===== src/rtl/vmon_pkg.sv =====
// Package: shared types and the mode decoder for the voltage monitor.
// Assumes a 3-bit mode code in control bits [3:1] and the mask in bit 0.
package vmon_pkg;

    typedef enum logic [1:0] {
        LVL_LOW  = 2'd0,
        LVL_MID  = 2'd1,
        LVL_HIGH = 2'd2
    } vmon_lvl_e;

    typedef struct packed {
        logic      en;     // comparator active
        logic      ext;    // external pin selected
        vmon_lvl_e lvl;    // supply level
        logic      fall;   // events on the falling change of vms
    } vmon_cfg_t;

    localparam int CTRL_W = 4;
    localparam int MODE_W = 3;

    // Turn a mode code into the analog settings and the event polarity.
    function automatic vmon_cfg_t vmon_decode(input logic [MODE_W-1:0] mode);
        vmon_cfg_t c;
        c.en   = 1'b1;
        c.ext  = 1'b0;
        c.lvl  = LVL_LOW;
        c.fall = mode[2];
        unique case (mode[1:0])
            2'b00: begin
                if (mode[2]) begin
                    c.lvl  = LVL_HIGH;
                    c.fall = 1'b0;
                end else begin
                    c.en   = 1'b0;
                    c.fall = 1'b0;
                end
            end
            2'b01: c.ext = 1'b1;
            2'b10: c.lvl = LVL_LOW;
            2'b11: c.lvl = LVL_MID;
        endcase
        return c;
    endfunction

endpackage


===== src/rtl/vmon_sync.sv =====
// Module: multi-stage synchroniser for one asynchronous bit.
// Assumes STAGES >= 2. The output lags the input by STAGES clock edges.
module vmon_sync #(
    parameter int STAGES = 2
) (
    input  logic clk,
    input  logic rst_n,
    input  logic d_i,
    output logic q_o
);
    logic [STAGES-1:0] chain_q;

    generate
        for (genvar g = 0; g < STAGES; g++) begin : g_stage
            if (g == 0) begin : g_first
                // First stage captures the asynchronous input.
                always_ff @(posedge clk) begin
                    if (!rst_n) chain_q[0] <= 1'b0;
                    else        chain_q[0] <= d_i;
                end
            end else begin : g_next
                // Later stages let any metastability settle.
                always_ff @(posedge clk) begin
                    if (!rst_n) chain_q[g] <= 1'b0;
                    else        chain_q[g] <= chain_q[g-1];
                end
            end
        end
    endgenerate

    assign q_o = chain_q[STAGES-1];

endmodule


===== src/rtl/vmon_filter.sv =====
// Module: glitch filter that turns the synchronised comparator into vms.
// Assumes smp_i is already synchronous. vms takes a new level after DEB_LEN
// consecutive samples that differ from it. It is forced to 0 while en_i is low.
module vmon_filter #(
    parameter int DEB_LEN = 4
) (
    input  logic clk,
    input  logic rst_n,
    input  logic en_i,
    input  logic smp_i,
    output logic vms_o,
    output logic chg_o
);
    localparam int CNT_W = $clog2(DEB_LEN + 1);
    localparam logic [CNT_W-1:0] CNT_LAST = CNT_W'(DEB_LEN - 1);

    logic             vms_q;
    logic [CNT_W-1:0] cnt_q;
    logic             differ;

    assign differ = en_i && (smp_i != vms_q);
    assign chg_o  = differ && (cnt_q == CNT_LAST);
    assign vms_o  = vms_q;

    // Count differing samples and adopt the new level once the count is full.
    always_ff @(posedge clk) begin
        if (!rst_n || !en_i) begin
            vms_q <= 1'b0;
            cnt_q <= '0;
        end else if (chg_o) begin
            vms_q <= smp_i;
            cnt_q <= '0;
        end else if (differ) begin
            cnt_q <= cnt_q + 1'b1;
        end else begin
            cnt_q <= '0;
        end
    end

    // while the monitor is off, vms stays at 0.
    a_r6_off_holds_zero: assert property (@(posedge clk) disable iff (!rst_n)
        !en_i |=> !vms_o);

    // vms changes only after a full run of differing samples.
    a_r5_full_run_before_change: assert property (@(posedge clk) disable iff (!rst_n)
        (en_i && (smp_i != vms_q) && (cnt_q != CNT_LAST)) |=> (vms_q == $past(vms_q)));

endmodule


===== src/rtl/vmon_ctrl_regs.sv =====
// Module: control register and mode decode for the voltage monitor.
// Assumes a single write strobe. A write takes effect at the edge where the strobe is high.
module vmon_ctrl_regs
    import vmon_pkg::*;
(
    input  logic              clk,
    input  logic              rst_n,
    input  logic              wr_en_i,
    input  logic [CTRL_W-1:0] wr_data_i,
    output logic [CTRL_W-1:0] ctrl_o,
    output vmon_cfg_t         cfg_o,
    output logic              mask_o
);
    logic [CTRL_W-1:0] ctrl_q;

    // Hold the control value written by software.
    always_ff @(posedge clk) begin
        if (!rst_n)       ctrl_q <= '0;
        else if (wr_en_i) ctrl_q <= wr_data_i;
    end

    assign ctrl_o = ctrl_q;
    assign mask_o = ctrl_q[0];
    assign cfg_o  = vmon_decode(ctrl_q[CTRL_W-1:1]);

    // a write is visible on the readback one edge later.
    a_r2_write_loads: assert property (@(posedge clk) disable iff (!rst_n)
        wr_en_i |=> (ctrl_o == $past(wr_data_i)));

    // the high level is only ever driven with the monitor on and the pin deselected.
    a_r3_high_supply_only: assert property (@(posedge clk) disable iff (!rst_n)
        (cfg_o.lvl == LVL_HIGH) |-> (cfg_o.en && !cfg_o.ext));

endmodule


===== src/rtl/vmon_event.sv =====
// Module: edge qualification and the sticky pending flag for the interrupt.
// Assumes chg_i pulses for one cycle at the edge where vms takes new_i.
module vmon_event (
    input  logic clk,
    input  logic rst_n,
    input  logic chg_i,
    input  logic new_i,
    input  logic fall_i,
    input  logic wr_i,
    input  logic mask_i,
    output logic irq_o
);
    logic pend_q;
    logic qual;

    assign qual = chg_i && (fall_i ? !new_i : new_i);

    // Set on a qualifying change; a control write clears, but a set wins.
    always_ff @(posedge clk) begin
        if (!rst_n)    pend_q <= 1'b0;
        else if (qual) pend_q <= 1'b1;
        else if (wr_i) pend_q <= 1'b0;
    end

    assign irq_o = pend_q && !mask_i;

    // a qualifying change leaves the flag set.
    a_r8_event_sets: assert property (@(posedge clk) disable iff (!rst_n)
        qual |=> pend_q);

    // a write without an event clears the flag.
    a_r9_write_clears: assert property (@(posedge clk) disable iff (!rst_n)
        (wr_i && !qual) |=> !pend_q);

    // the flag holds until a write.
    a_r8_flag_sticky: assert property (@(posedge clk) disable iff (!rst_n)
        (pend_q && !wr_i) |=> pend_q);

endmodule


===== src/rtl/vmon_irq_ctrl.sv =====
// Module: top of the voltage monitor interrupt controller.
// Assumes cmp_async_i comes from an analog comparator with no clock relation.
// Joins the control register, the synchroniser, the glitch filter and the event logic.
module vmon_irq_ctrl
    import vmon_pkg::*;
#(
    parameter int SYNC_STAGES = 2,
    parameter int DEB_LEN     = 4
) (
    input  logic       clk,
    input  logic       rst_n,
    input  logic       cmp_async_i,
    input  logic       wr_en_i,
    input  logic [3:0] wr_data_i,
    output logic [3:0] ctrl_o,
    output logic [3:0] stat_o,
    output logic       mon_en_o,
    output logic       ext_sel_o,
    output logic [1:0] lvl_sel_o,
    output logic       irq_o
);
    vmon_cfg_t cfg;
    logic      mask;
    logic      cmp_sync;
    logic      vms;
    logic      chg;

    vmon_ctrl_regs u_regs (
        .clk       (clk),
        .rst_n     (rst_n),
        .wr_en_i   (wr_en_i),
        .wr_data_i (wr_data_i),
        .ctrl_o    (ctrl_o),
        .cfg_o     (cfg),
        .mask_o    (mask)
    );

    vmon_sync #(.STAGES(SYNC_STAGES)) u_sync (
        .clk   (clk),
        .rst_n (rst_n),
        .d_i   (cmp_async_i),
        .q_o   (cmp_sync)
    );

    vmon_filter #(.DEB_LEN(DEB_LEN)) u_filt (
        .clk   (clk),
        .rst_n (rst_n),
        .en_i  (cfg.en),
        .smp_i (cmp_sync),
        .vms_o (vms),
        .chg_o (chg)
    );

    vmon_event u_evt (
        .clk    (clk),
        .rst_n  (rst_n),
        .chg_i  (chg),
        .new_i  (cmp_sync),
        .fall_i (cfg.fall),
        .wr_i   (wr_en_i),
        .mask_i (mask),
        .irq_o  (irq_o)
    );

    assign stat_o    = {3'b000, vms};
    assign mon_en_o  = cfg.en;
    assign ext_sel_o = cfg.ext;
    assign lvl_sel_o = cfg.lvl;

    // with the mask bit set, the interrupt line stays low.
    a_r8_masked_quiet: assert property (@(posedge clk) disable iff (!rst_n)
        ctrl_o[0] |-> !irq_o);

    // with the monitor off, no interrupt can newly appear without a write.
    a_r6_off_no_new_irq: assert property (@(posedge clk) disable iff (!rst_n)
        (!mon_en_o && !irq_o && !wr_en_i) |=> !irq_o);

endmodule


===== config.mk =====
export PLATFORM = sky130hd
export DESIGN_NAME = vmon_irq_ctrl
export DESIGN_NICKNAME = d
export VERILOG_FILES = /design/src/rtl/vmon_pkg.sv /design/src/rtl/vmon_sync.sv /design/src/rtl/vmon_filter.sv /design/src/rtl/vmon_ctrl_regs.sv /design/src/rtl/vmon_event.sv /design/src/rtl/vmon_irq_ctrl.sv
export SDC_FILE = /design/constraint.sdc
export NUM_CORES = 1
export LEC_CHECK = 0
export ABC_CLOCK_PERIOD_IN_PS = 2000
export BUFFER_PORTS_ARGS = -buffer_cell sky130_fd_sc_hd__clkbuf_2
export CORE_AREA = 2 2 39 41
export CTS_CLUSTER_DIAMETER = 100
export CTS_CLUSTER_SIZE = 14
export DETAILED_ROUTE_END_ITERATION = 10
export DIE_AREA = 0 0 41 43
export GPL_ROUTABILITY_DRIVEN = 0
export PLACE_DENSITY = 0.65
export SYNTH_ARGS = -nofsm -noshare
export SYNTH_HDL_FRONTEND = slang
export SYNTH_HIERARCHICAL = 1
export SYNTH_SLANG_ARGS = --single-unit

===== constraint.sdc =====
create_clock -name clk -period 2 [get_ports clk]
set_input_delay 0.4 -clock clk [delete_from_list [all_inputs] [get_ports clk]]
set_output_delay 0.4 -clock clk [all_outputs]
set_load 0.02 [all_outputs]

## Word-level counts from Yosys, hierarchy flattened

Index checks and enable logic that the tools add are counted.

- Input bits: 8
- Register bits after elaboration: 11
- Output and inout bits: 13

- Reduce and logical (&&, ||, !) cells: 12
- Bitwise gates (word level): 1
- Multiplexer cells: 9
- Equality and inequality tests: 4
- Add/subtract/negate cells: 1

Operators with widths:

| kind | count |
|---|---|
| $mux W1 | 7 |
| $logic_and A1 B1 Y1 | 4 |
| $logic_not A1 Y1 | 4 |
| $pmux W2 S2 | 1 |
| $add A3 B1 Y3 const B | 1 |
| $eq A3 B2 Y1 const B | 1 |
| $reduce_or A3 Y1 | 1 |
| $eq A2 B1 Y1 const B | 1 |
| $eq A2 B2 Y1 const B | 1 |
| $logic_not A2 Y1 | 1 |
| $mux W2 | 1 |
| $reduce_bool A2 Y1 | 1 |
| $logic_or A1 B1 Y1 | 1 |
| $ne A1 B1 Y1 | 1 |
| $not A1 Y1 | 1 |

## Longest topological paths before layout

- Depth in word-level cells: 6
- Mapped depth: 6
- Mapped depth without buffers: 6

## Modules after synthesis

The synthesis kept the hierarchy.

By module, submodules not included:

| module | area an instance (µm²) | instances | cells each | seq. area each (µm²) |
|---|---|---|---|---|
| vmon_ctrl_regs | 195.2 | 1 | 19 | 80.1 |
| vmon_filter | 170.2 | 1 | 16 | 80.1 |
| vmon_sync | 52.6 | 1 | 4 | 40.0 |
| vmon_event | 51.3 | 1 | 6 | 20.0 |
| vmon_irq_ctrl | 33.8 | 1 | 5 | 0.0 |

## Worst setup path after synthesis

OpenSTA, ideal clock, no wires.

- Path type: reg-to-output
- Start: register u_regs.ctrl_q[3], in the netlist u_regs/ctrl_o[3]
- End: output port lvl_sel_o[1]
- Data arrival time: 1.028 ns
- Buffers on the path: 0
- Setup slack: 0.572 ns
- Cell stages (with the launch flop): 2
- Data required time: 1.600 ns
- Cells stage by stage: dfxtp_1 -> nor3b_1

- Word-level cells in the longest chain between the ends: 2

RTL lines:

| element | RTL line | text |
|---|---|---|
| start: declaration | vmon_ctrl_regs.sv:14 | `logic [CTRL_W-1:0] ctrl_q;` |
| start signal: assignment | vmon_ctrl_regs.sv:19 | `else if (wr_en_i) ctrl_q <= wr_data_i;` |
| $mux W2 | vmon_pkg.sv:30 | `if (mode[2]) begin` |
| $pmux W2 S2 | vmon_pkg.sv:28 | `unique case (mode[1:0])` |
| end: declaration | vmon_irq_ctrl.sv:19 | `output logic [1:0] lvl_sel_o,` |

Every way passes these cells.

## Final worst setup path

- Start: register u_regs.ctrl_q[1], in the netlist u_regs/ctrl_o[1]
- End: output port mon_en_o

- Word-level cells in the longest chain between the ends: 2

RTL lines:

| element | RTL line | text |
|---|---|---|
| $logic_not A2 Y1 | vmon_pkg.sv:28 |  |
| $mux W1 | vmon_pkg.sv:28 |  |
| end: declaration | vmon_irq_ctrl.sv:17 | `output logic mon_en_o,` |

Every way passes these cells.

==> summary.txt <==
Route
  • WL met3: between 20 and 30 um
  • Routed wire length: 809 um
  • Max layer used: met3
  • DRC violations left: 0
  • First-pass DRT Iterations: 4
  • Vias/cell: ~4.2
  • Routed Antenna Nets: 0
  • Iteration-0 DRC Markers: 6
  • Wl on met1: 399 um
  • DR WL met2: approximately 380 um
  • WL/cell: ~9.7 um
  • Via count: 350

Final layout
  • Share of cells above drive strength 1: 32.84%
  • Synth-to-layout area growth: 18.66%
  • Register area: roughly 220 um^2
  • Fill cells: 149
  • N_diodes: 0
  • Fin nets: 78
  • Non-Filler Cell Area, Final: 596.8 um^2
  • Area of the multi-input gates: ~240 um^2
  • Fin util: approximately 43%

Yosys
  • Yosys Warn Count: 6
  • Mapped Cells: 50
  • Mapped Area: ~500 um^2
  • Netlist cell types: 19
  • Synth Area in Simple Gates: 24.88%
  • Post-Synth Adder-Cell Area: under 10%
  • Seq/Total Area, Yosys: a little over two fifths
  • Synthesized area per cell: between 10 and 15 um^2
  • Xor/xnor share of the synthesized area: about 3.5%
  • Mux cell area share after synthesis: about a tenth
  • Synth Area in Compound Gates: 2.488%
  • Synthesized flop and latch total: 11
  • Largest family of logic cells by synthesized area: simple AND/OR/NAND/NOR gates

Timing
  • Hold_ws: about 0.34 ns
  • Final slew viol count: 0
  • Final Hold Vio Count: 0
  • Setup_tns: 0 ns
  • Period minus WS final: between 1.5 and 2 ns
  • Final Skew: around 0.004 ns
  • Tcrit/Tclk final: roughly four fifths
  • RSZ-0062 raised after global routing: no
  • Fmax achieved: just over 0.6 GHz
  • Final Setup Violations: 0

Die
  • Die ar.: roughly 1800 um^2
  • Starting density of the core: a little over a third
  • Die H: around 43 um
  • Core ar.: around 1400 um^2
  • Die Wd: a little over 40 um
  • IO Pins: 21
  • Core Rows: 14

GRT
  • Total congestion overflow: 0
  • Initial antenna violation count: 0
  • Vias in the first global route: 310
  • Largest net degree at the start of global routing: 10
  • Wire length of the first global-routing pass: roughly 1200 um
  • Total track usage: about a tenth

Placed design
  • Hpwl dp: between 500 and 600 um
  • Placed cell area: about 570 um^2
  • PortBufs: 17

Hold path
  • Worst Hold Class: in2reg
  • Hold Startpoint: cmp_async_i
  • Hold path depth: 2

Clock tree
  • Post-CTS resize count: 0
  • Num Clock Sinks: 11
  • Clock tree from TritonCTS: yes
  • CTS root buffer: clkbuf_4
  • Clk_lat worst skew: 0.26 ns
  • H-tree levels: 1
  • Total CTS buffers: 3
  • Clock transition at the registers of the reported paths: roughly 0.070 ns
  • Post-CTS Setup Bufs: 0
  • Post-CTS Hold Fix Bufs: 0
  • CTS Buffer Depth: 2

Setup path
  • WP data required: between 1.5 and 2 ns
  • Crit end category: output pin
  • Critical R2R Launch: u_regs/ctrl_o[1]
  • Crit-path max FO: 7
  • CP startpoint kind: flip-flop
  • CP arrival: approximately 1.2 ns
  • WS Path Type: reg2out
  • Critical Path Source: u_regs/ctrl_o[1]
  • Worst reg-to-reg path cell count: 5

Status
  • Status: finished clean

Power and ir drop
  • Pwr per Cell Area: between 700 and 800 nW/um^2
  • Total design power: 0.4395 mW
  • VDD IR-drop max: between 0.4 and 0.5 mV
  • Lkg Pwr: about 0.27 nW

Run
  • Max-cap viol count: 0
## placed cells by master, fill, tap and decap left out, types with 3 or more instances in the layout
cell type,netlist,routed
clkbuf_2,0,17
clkbuf_4,0,3
conb_1,1,3
dfxtp_1,11,11
mux2i_1,5,5
nand2_1,3,3
nor2b_1,6,6
## per-stage QoR
step                      setup slack, ns  cells
after floorplan                    0.5717     52
after global routing               0.3338     83
final                              0.3766     83
after detailed placement           0.6689     79
after CTS                          0.3722     83
after global placement             0.6717     79
## path summary, 6_finish.rpt
kind	slack, ns	end
hold reg to reg	0.43	u_filt/cnt_q[0]
hold / removal	0.34	u_sync/chain_q[0]
setup reg to reg	0.86	u_evt/pend_q
setup / recovery	0.38	mon_en_o
## critical path: stages (launching register included)
cell and delay (ns):
dfxtp_1 0.36, or3_1 0.43, clkbuf_2 0.18
## cell families after synthesis
kind of cell	after synthesis
other	1
multiplexers	5
adder cells (fa/ha/maj)	2
AO/OA/AOI/OAI	2
buffers and inverters	7
flip-flops	11
AND/OR/NAND/NOR	20
XOR/XNOR	2
## power by group
| part | leakage [nW] | switching (mW) | internal (mW) | total, mW |
|---|---|---|---|---|
| clock network | 0.0150 | 0.0708 | 0.0770 | 0.148 |
| registers | 0.0899 | 0.00692 | 0.226 | 0.233 |
| logic | 0.166 | 0.0357 | 0.0231 | 0.0588 |
## state kept, by name, summed over array words and instances, names as in the netlist
| name | cells |
|---|---|
| u_evt/pend_q | 1 |
| u_filt/cnt_q | 3 |
| u_filt/vms_o | 1 |
| u_regs/ctrl_o | 4 |
| u_sync/chain_q | 1 |
| u_sync/q_o | 1 |
## area by class of cell
cell class / count / area share [%]
clock buffers: 4 / 4.403
inverters: 1 / 0.6289
multi-input cells: 34 / 40.46
flip-flops and latches: 11 / 36.90
well taps: 16 / 3.354
repair buffers: 17 / 14.26
## per-layer routing
layer  global-route usage [%]  up-vias
li1                         -      192
met1                    12.13      148
met2                    14.69       10
met3                    3.141        0
met4                    6.000        0
met5                        0        -
## cells in the mapped netlist
| cell | instances | area (um^2) |
|---|---|---|
| xnor2_1 | 2 | 17.52 |
| o21a_1 | 1 | 7.510 |
| nor3b_1 | 1 | 7.510 |
| nand3b_1 | 1 | 7.510 |
| conb_1 | 1 | 3.750 |
| nor2b_1 | 6 | 37.54 |
| buf_4 | 6 | 45.04 |
| nor4b_2 | 1 | 15.01 |
| mux2i_1 | 5 | 50.05 |
| ha_1 | 2 | 25.02 |
| dfxtp_1 | 11 | 220.2 |
| inv_1 | 1 | 3.750 |
| and2_1 | 2 | 12.51 |
| nand2_1 | 3 | 11.26 |
| or3_1 | 1 | 6.260 |
| o21ai_1 | 1 | 5.000 |
| nor2_1 | 2 | 7.510 |
| and2_2 | 1 | 7.510 |
| nor4_1 | 2 | 12.51 |
Power figures use the tool's default switching activity.
